--- config.mk ---
export PLATFORM = sky130hd
export DESIGN_NAME = byte_move_seq
export DESIGN_NICKNAME = d
export VERILOG_FILES = /design/src/rtl/mvseq_pkg.sv /design/src/rtl/mvseq_decode.sv /design/src/rtl/mvseq_fsm.sv /design/src/rtl/mvseq_datapath.sv /design/src/rtl/byte_move_seq.sv
export SDC_FILE = /design/constraint.sdc
export NUM_CORES = 1
export LEC_CHECK = 0
export ABC_AREA = 1
export BUFFER_PORTS_ARGS = -buffer_cell sky130_fd_sc_hd__buf_2
export CORE_UTILIZATION = 50
export DETAILED_ROUTE_END_ITERATION = 10
export PLACE_DENSITY_LB_ADDON = 0.12
export SYNTH_ARGS = -nofsm -noshare
export SYNTH_HDL_FRONTEND = slang
export SYNTH_SLANG_ARGS = --single-unit
--- constraint.sdc ---
create_clock -name clk -period 1.9 [get_ports clk]
set_clock_uncertainty 0.05 [all_clocks]
set_input_delay 0.095 -clock clk [delete_from_list [all_inputs] [get_ports clk]]
set_output_delay 0.095 -clock clk [all_outputs]
set_load 0.005 [all_outputs]
--- src/rtl/mvseq_pkg.sv ---
package mvseq_pkg;

    typedef enum logic [1:0] {
        MK_IMM_ZP = 2'd0,
        MK_ZP_ZP  = 2'd1,
        MK_IDX_ZP = 2'd2,
        MK_ZP_IDX = 2'd3
    } mv_kind_e;

    typedef enum logic [2:0] {
        S_IDLE  = 3'd0,
        S_OPA   = 3'd1,
        S_OPB   = 3'd2,
        S_SRC   = 3'd3,
        S_WR    = 3'd4,
        S_FIN   = 3'd5,
        S_FAULT = 3'd6
    } mv_state_e;

    typedef struct packed {
        logic     ok;
        mv_kind_e kind;
    } mv_dec_t;

    localparam logic [7:0] OPC_IMM_ZP = 8'h6E;
    localparam logic [7:0] OPC_ZP_ZP  = 8'h4E;
    localparam logic [7:0] OPC_IDX_ZP = 8'h7E;
    localparam logic [7:0] OPC_ZP_IDX = 8'h5E;

    function automatic logic has_two_operands(mv_kind_e k);
        return (k == MK_IMM_ZP) || (k == MK_ZP_ZP);
    endfunction

    function automatic logic steps_index(mv_kind_e k);
        return (k == MK_IDX_ZP) || (k == MK_ZP_IDX);
    endfunction

endpackage

--- src/rtl/mvseq_decode.sv ---
module mvseq_decode
    import mvseq_pkg::*;
(
    input  logic [7:0] opcode,
    output mv_dec_t    dec
);
    always_comb begin
        dec.ok   = 1'b1;
        dec.kind = MK_IMM_ZP;
        unique case (opcode)
            OPC_IMM_ZP: dec.kind = MK_IMM_ZP;
            OPC_ZP_ZP:  dec.kind = MK_ZP_ZP;
            OPC_IDX_ZP: dec.kind = MK_IDX_ZP;
            OPC_ZP_IDX: dec.kind = MK_ZP_IDX;
            default:    dec.ok   = 1'b0;
        endcase
    end
endmodule

--- src/rtl/mvseq_fsm.sv ---
module mvseq_fsm
    import mvseq_pkg::*;
(
    input  logic      clk,
    input  logic      rst_n,
    input  logic      start,
    input  logic      op_ok,
    output mv_state_e state,
    output logic      take,
    output logic      busy,
    output logic      done,
    output logic      err
);
    mv_state_e nxt;

    always_comb begin
        nxt = state;
        unique case (state)
            S_IDLE:  if (start) nxt = op_ok ? S_OPA : S_FAULT;
            S_OPA:   nxt = S_OPB;
            S_OPB:   nxt = S_SRC;
            S_SRC:   nxt = S_WR;
            S_WR:    nxt = S_FIN;
            S_FIN:   nxt = S_IDLE;
            S_FAULT: nxt = S_IDLE;
            default: nxt = S_IDLE;
        endcase
    end

    always_ff @(posedge clk or negedge rst_n) begin
        if (!rst_n) state <= S_IDLE;
        else        state <= nxt;
    end

    always_comb begin
        take = (state == S_IDLE) && start;
        busy = (state != S_IDLE);
        done = (state == S_FIN) || (state == S_FAULT);
        err  = (state == S_FAULT);
    end

    AST_DONE_SINGLE: assert property (@(posedge clk) disable iff (!rst_n)
        done |=> !done);
    AST_ERR_WITH_DONE: assert property (@(posedge clk) disable iff (!rst_n)
        err |-> done);
    AST_OPA_ADVANCES: assert property (@(posedge clk) disable iff (!rst_n)
        (state == S_OPA) |=> (state == S_OPB));
    AST_FIN_RETURNS: assert property (@(posedge clk) disable iff (!rst_n)
        (state == S_FIN) |=> (state == S_IDLE));
endmodule

--- src/rtl/mvseq_datapath.sv ---
module mvseq_datapath
    import mvseq_pkg::*;
#(
    parameter int AW = 16,
    parameter int DW = 8
) (
    input  logic          clk,
    input  logic          rst_n,
    input  mv_state_e     state,
    input  logic          take,
    input  mv_dec_t       dec,
    input  logic [AW-1:0] pc_in,
    input  logic [AW-1:0] hx_in,
    input  logic [DW-1:0] mem_rdata,
    output logic [AW-1:0] mem_addr,
    output logic          mem_rd,
    output logic          mem_wr,
    output logic [DW-1:0] mem_wdata,
    output logic [AW-1:0] pc_out,
    output logic [AW-1:0] hx_out
);
    localparam int HW = AW - DW;
    localparam logic [AW-1:0] STEP_LONG  = AW'(3);
    localparam logic [AW-1:0] STEP_SHORT = AW'(2);

    logic [AW-1:0] pc_q;
    logic [AW-1:0] hx_q;
    mv_kind_e      kind_q;
    logic [DW-1:0] opnd1_q;
    logic [DW-1:0] opnd2_q;

    function automatic logic [AW-1:0] zpage(logic [DW-1:0] b);
        return {{HW{1'b0}}, b};
    endfunction

    always_ff @(posedge clk or negedge rst_n) begin
        if (!rst_n) begin
            pc_q    <= '0;
            hx_q    <= '0;
            kind_q  <= MK_IMM_ZP;
            opnd1_q <= '0;
            opnd2_q <= '0;
            pc_out  <= '0;
            hx_out  <= '0;
        end else begin
            if (take) begin
                pc_q   <= pc_in;
                hx_q   <= hx_in;
                kind_q <= dec.kind;
                if (!dec.ok) begin
                    pc_out <= pc_in;
                    hx_out <= hx_in;
                end
            end
            if (state == S_OPB) opnd1_q <= mem_rdata;
            if (state == S_SRC) opnd2_q <= mem_rdata;
            if (state == S_WR) begin
                pc_out <= pc_q + (has_two_operands(kind_q) ? STEP_LONG : STEP_SHORT);
                hx_out <= steps_index(kind_q) ? hx_q + AW'(1) : hx_q;
            end
        end
    end

    always_comb begin
        mem_addr  = '0;
        mem_rd    = 1'b0;
        mem_wr    = 1'b0;
        mem_wdata = '0;
        unique case (state)
            S_OPA: begin
                mem_rd   = 1'b1;
                mem_addr = pc_q + AW'(1);
            end
            S_OPB: begin
                if (has_two_operands(kind_q)) begin
                    mem_rd   = 1'b1;
                    mem_addr = pc_q + AW'(2);
                end
            end
            S_SRC: begin
                unique case (kind_q)
                    MK_IMM_ZP: mem_rd = 1'b0;
                    MK_IDX_ZP: begin
                        mem_rd   = 1'b1;
                        mem_addr = hx_q;
                    end
                    default: begin
                        mem_rd   = 1'b1;
                        mem_addr = zpage(opnd1_q);
                    end
                endcase
            end
            S_WR: begin
                mem_wr    = 1'b1;
                mem_wdata = (kind_q == MK_IMM_ZP) ? opnd1_q : mem_rdata;
                unique case (kind_q)
                    MK_IMM_ZP, MK_ZP_ZP: mem_addr = zpage(opnd2_q);
                    MK_IDX_ZP:           mem_addr = zpage(opnd1_q);
                    default:             mem_addr = hx_q;
                endcase
            end
            default: ;
        endcase
    end

    AST_RD_WR_EXCL: assert property (@(posedge clk) disable iff (!rst_n)
        !(mem_rd && mem_wr));
    AST_ZP_DEST_HIGH_ZERO: assert property (@(posedge clk) disable iff (!rst_n)
        (mem_wr && kind_q != MK_ZP_IDX) |-> (mem_addr[AW-1:DW] == '0));
    AST_FAULT_QUIET: assert property (@(posedge clk) disable iff (!rst_n)
        (state == S_FAULT) |-> (!mem_rd && !mem_wr));
    AST_FAULT_KEEPS_PC: assert property (@(posedge clk) disable iff (!rst_n)
        (state == S_FAULT) |-> (pc_out == $past(pc_in) && hx_out == $past(hx_in)));
    AST_HX_HELD: assert property (@(posedge clk) disable iff (!rst_n)
        (state == S_FIN && !steps_index(kind_q)) |-> (hx_out == hx_q));
    AST_OPND_STABLE_WR: assert property (@(posedge clk) disable iff (!rst_n)
        (state == S_WR) |-> $stable(opnd1_q));
endmodule

--- src/rtl/byte_move_seq.sv ---
module byte_move_seq
    import mvseq_pkg::*;
#(
    parameter int AW = 16,
    parameter int DW = 8
) (
    input  logic          clk,
    input  logic          rst_n,
    input  logic          start,
    input  logic [7:0]    opcode,
    input  logic [AW-1:0] pc_in,
    input  logic [AW-1:0] hx_in,
    input  logic [DW-1:0] mem_rdata,
    output logic [AW-1:0] mem_addr,
    output logic          mem_rd,
    output logic          mem_wr,
    output logic [DW-1:0] mem_wdata,
    output logic          busy,
    output logic          done,
    output logic          err,
    output logic [AW-1:0] pc_out,
    output logic [AW-1:0] hx_out
);
    mv_dec_t   dec;
    mv_state_e state;
    logic      take;

    mvseq_decode u_dec (
        .opcode (opcode),
        .dec    (dec)
    );

    mvseq_fsm u_fsm (
        .clk   (clk),
        .rst_n (rst_n),
        .start (start),
        .op_ok (dec.ok),
        .state (state),
        .take  (take),
        .busy  (busy),
        .done  (done),
        .err   (err)
    );

    mvseq_datapath #(.AW(AW), .DW(DW)) u_dp (
        .clk       (clk),
        .rst_n     (rst_n),
        .state     (state),
        .take      (take),
        .dec       (dec),
        .pc_in     (pc_in),
        .hx_in     (hx_in),
        .mem_rdata (mem_rdata),
        .mem_addr  (mem_addr),
        .mem_rd    (mem_rd),
        .mem_wr    (mem_wr),
        .mem_wdata (mem_wdata),
        .pc_out    (pc_out),
        .hx_out    (hx_out)
    );
endmodule

==> summary by stage <==
Outcome
The run finished, with violations left. The final reports fail on setup timing.

Pwr
The design draws 11.8 mW. In this run the static leakage power is 3.73 nW. The worst-case vdd ir drop is 0.914 mV.

The total power divided by cell area is approximately 1500 nW/um^2.

STA
The normalized max-slew margin is 0.632. The slew at the pin closest to its max-slew limit is approximately 0.55 ns. The count of pins over their slew limit is 0. Based on the critical path, the design can be clocked at up to ~500 MHz. The hold violation count in the final report is 0. Setup violations remaining at the end of the flow were counted as 16. Dividing the final minimum period by the clock period gives 1.05. Setup repair after global routing could not meet its margin everywhere. On the final layout, the worst hold slack is a little over 0.05 ns. The post-layout worst setup margin is -0.0945 ns. The final critical delay including setup and external delays is around 2 ns.

Critical path
STA classifies the critical path endpoint as an output port. The worst reg2reg path depth is 10. The type of the worst setup path is reg -> out.

The largest fanout of any net on the critical path is 7. The startpoint of the most critical register-to-register path is u_fsm.state[1]. The nature of the critical path startpoint is a register.

The endpoint identified for the worst register-to-register timing path is u_dp.pc_out[12]. The data arrival at the endpoint of the critical path is approximately 1.9 ns. The worst reg-to-reg setup slack is approximately 0.020 ns. The required time of the critical path is ~1.8 ns.

Global route
The number of antenna violations at the first check in global routing was 0. The via count of the first global-routing pass is just over 6,000. For this run, the total global-route usage over all layers was measured as 0.366.

The first global-routing pass estimated between 30,000 and 40,000 um of wire. The pin count of the biggest net entering global routing is 38. The total overflow left after global routing is 0.

Logic synthesis
The total number of yosys warnings is 0. Of the total synthesized cell area, the portion taken by XOR and XNOR cells is 0.00811. Synthesis instantiated 37 different standard cells from the library. The adder and majority cell fraction of the synthesized area is 0.0139. By area, the combinational part of the netlist is dominated by simple AND/OR/NAND/NOR gates. The number of synthesized flops with an enable pin is 0. Of the total synthesized cell area, the portion taken by AND, OR, NAND and NOR gates is 0.330. Synthesis produced a netlist with a net count of 833. Synthesis produced roughly 780 cells. Of the synthesized area, sequential elements account for 0.394. The post-synthesis compound-gate area fraction is 0.158. The top flip-flop cell by instance count after synthesis is sky130_fd_sc_hd__dfrtp_1. The average cell area after synthesis is a little under 7 sq um. Synthesis inferred 85 register bits. The fraction of synthesized area in multiplexers is 0. After synthesis the cells add up to 5400 sq um. In the synthesized netlist the async set-or-reset flop fraction comes to 1.00.

Placed design
Port buffering added between 100 and 150 buffers. Detailed placement ended at an HPWL of between 10,000 and 15,000 um. At the end of routability-driven placement, the weighted congestion stood at a little under 1. The instance area after placement is roughly 6200 sq um. The number of placed instances, taps included, is just over 1,000.

Run
Across the run, the number of max-cap violations was 0.

Finish
The antenna diode count is 0. The post-route core utilization is 0.739. Relative to the synthesized area, the layout overhead comes to 42.5%. For this run, the number of standard cells in the final layout without fillers is 1,127.

The final instance area is about 7700 sq um. Of the cells placed in the final design, the portion with a size suffix greater than 1 is 0.313. The filler cell count is 818.

The multi-input combinational cells in the finished layout cover a total of around 3100 sq um. The storage element area is 2150 sq um. The post-layout net count is 1,043.

Drt
The ratio of routed vias to standard cells is 5.72. The overall via count from detail_route is between 6,000 and 7,000. The aggregate routed wire length is 20,200 um.

In the final routed layout, each cell accounts on average for roughly 18 um. The number of optimization iterations in the first detailed-route pass is 7. The number of DRC markers after the initial detailed-route iteration is between 400 and 500. The count of nets left with antenna violations after detail routing is 0. The number of remaining DRC errors is 0.

Floorplan
The die covers between 10,000 and 15,000 sq um. The initial utilization of the core area, before any placement, comes to 0.519. The initialized floorplan defines 37 standard-cell rows. Measured along the y axis, the die boundary spans roughly 110 um. 112 I/O pins were placed. The core footprint is 10,400 sq um. The x dimension of the die is between 100 and 150 um.

Clocking
The H-tree level count is 3. Clock tree synthesis inserted a total of 9 buffers. TritonCTS built the clock tree. The cell sitting at the root of the clock tree is a sky130_fd_sc_hd__clkbuf_8.

The clock passes through at most 2 buffers. The number of clock sinks is 85. After clock tree synthesis, the clock-pin slew on the worst setup and hold paths is around 0.090 ns.

Clock latency on the worst-skew pair, taken at its later pin, is approximately 0.39 ns.

Worst hold path
The worst hold path endpoint is u_dp.kind_q[0]. The launch point of the worst hold path is opcode[1]. The worst hold path was traced through 5 stages. The kind of path behind the tightest hold check is in -> reg.
## critical path: stages (launching register included)
cell                       delay [ns]
sky130_fd_sc_hd__dfrtp_2         0.47
sky130_fd_sc_hd__clkinv_4        0.12
sky130_fd_sc_hd__nand4_1         0.21
sky130_fd_sc_hd__nand2_2         0.19
sky130_fd_sc_hd__buf_4           0.13
sky130_fd_sc_hd__a21oi_1         0.05
sky130_fd_sc_hd__o21ai_1         0.16
sky130_fd_sc_hd__buf_2           0.14
## synthesized netlist by cell type, types with 4 or more instances
cell	n	share of area
sky130_fd_sc_hd__a21oi_1	24	0.022
sky130_fd_sc_hd__buf_2	16	0.015
sky130_fd_sc_hd__buf_4	7	0.0097
sky130_fd_sc_hd__clkbuf_1	5	0.0035
sky130_fd_sc_hd__dfrtp_1	85	0.39
sky130_fd_sc_hd__ha_1	6	0.014
sky130_fd_sc_hd__inv_1	81	0.056
sky130_fd_sc_hd__inv_2	4	0.0028
sky130_fd_sc_hd__nand2_1	203	0.14
sky130_fd_sc_hd__nand3_1	112	0.10
sky130_fd_sc_hd__nand4_1	14	0.016
sky130_fd_sc_hd__nor2_1	50	0.035
sky130_fd_sc_hd__nor2_2	5	0.0058
sky130_fd_sc_hd__nor2_4	4	0.0083
sky130_fd_sc_hd__nor3_1	4	0.0037
sky130_fd_sc_hd__o211ai_1	9	0.013
sky130_fd_sc_hd__o21ai_0	83	0.077
sky130_fd_sc_hd__o21ai_1	22	0.020
sky130_fd_sc_hd__o22ai_1	10	0.012
sky130_fd_sc_hd__xor2_1	5	0.0081
## where the power goes
group          internal, mW  leakage [nW]  switching, mW
registers              2.73          1.02           1.09
logic                  2.76          2.60           3.71
clock network         0.753         0.112          0.742
## flip-flops by register name, indices dropped and copies added, names as in the netlist
register      cells
u_dp.pc_q        16
u_dp.pc_out      16
u_fsm.state       3
u_dp.opnd2_q      8
u_dp.hx_out      16
u_dp.kind_q       2
u_dp.hx_q        16
u_dp.opnd1_q      8
## worst max path at each step
stage	from	to	depth (start not counted)
2_1_floorplan	u_dp.kind_q[1]	u_dp.pc_out[10]	11
3_3_place_gp	u_dp.pc_q[2]	mem_addr[15]	9
3_5_place_dp	u_dp.pc_q[2]	mem_addr[15]	9
4_1_cts	u_dp.pc_q[2]	mem_addr[9]	9
5_1_grt	u_fsm.state[2]	mem_addr[15]	8
6_report	u_fsm.state[2]	mem_addr[9]	7
## per-stage QoR
stage	TNS (ns)	setup WS, ns
floorplan	0	0.104
global placement	0	0.0356
detailed placement	-0.180	-0.0609
CTS	-0.159	-0.0378
global route	-1.97	-0.143
finish	-0.769	-0.0945
## final cells by class
type | instances | share of cell area
tap | 136 | 0.0221
clock inverter | 6 | 0.0119
timing repair buffer | 230 | 0.226
inverter | 87 | 0.0452
multi-input combinational | 572 | 0.399
clock buffer | 10 | 0.0166
timing repair inverter | 1 | 0.000813
sequential | 85 | 0.279
## cells by family (layout without fill, tap and decap cells)
| logic type | Yosys count | in the layout |
|---|---|---|
| AOI/OAI and AO/OA | 158 | 158 |
| DFF | 85 | 85 |
| adders and majority gates | 6 | 6 |
| buffers and inverters | 119 | 334 |
| xor gates and xnor gates | 5 | 5 |
| and+or+nand+nor | 403 | 403 |
## routing by layer
metal	global-route usage	up-vias	share of wire	routed length (um)
li1	-	3006	-	-
met1	0.453	2975	0.40	8110
met2	0.597	385	0.47	9490
met3	0.0570	84	0.075	1510
met4	0.230	0	0.054	1090
met5	0	-	0	0
## repair_timing
| item | in CTS | in global routing |
|---|---|---|
| pin swaps | 14 | 26 |
| gates resized for setup | 78 | 78 |
| hold endpoints to repair | 105 | 0 |
| setup endpoints to repair | 25 | 41 |
| hold buffers | 45 | 0 |
| setup buffers | 22 | 16 |
| gates cloned | 2 | 1 |
## layout by cell type, fill, tap and decap left out, types with 5 or more instances in the layout
master / Yosys / routed
sky130_fd_sc_hd__nand2_1: 203 / 185
sky130_fd_sc_hd__buf_2: 16 / 110
sky130_fd_sc_hd__nand3_1: 112 / 109
sky130_fd_sc_hd__dfrtp_1: 85 / 70
sky130_fd_sc_hd__inv_1: 81 / 68
sky130_fd_sc_hd__buf_4: 7 / 58
sky130_fd_sc_hd__o21ai_0: 83 / 57
sky130_fd_sc_hd__dlygate4sd3_1: 0 / 45
sky130_fd_sc_hd__o21ai_1: 22 / 41
sky130_fd_sc_hd__nor2_1: 50 / 33
sky130_fd_sc_hd__a21oi_1: 24 / 20
sky130_fd_sc_hd__dfrtp_2: 0 / 15
sky130_fd_sc_hd__nand2_2: 3 / 14
sky130_fd_sc_hd__nand4_1: 14 / 14
sky130_fd_sc_hd__inv_2: 4 / 13
sky130_fd_sc_hd__nor2_4: 4 / 13
sky130_fd_sc_hd__nor2_2: 5 / 13
sky130_fd_sc_hd__o211ai_1: 9 / 9
sky130_fd_sc_hd__clkbuf_8: 0 / 9
sky130_fd_sc_hd__nand2_4: 2 / 8
sky130_fd_sc_hd__o21ai_2: 1 / 7
sky130_fd_sc_hd__buf_12: 0 / 7
sky130_fd_sc_hd__o22ai_1: 10 / 6
sky130_fd_sc_hd__buf_6: 2 / 6
sky130_fd_sc_hd__xor2_1: 5 / 5
No activity file was read; power rests on OpenSTA's default activity.
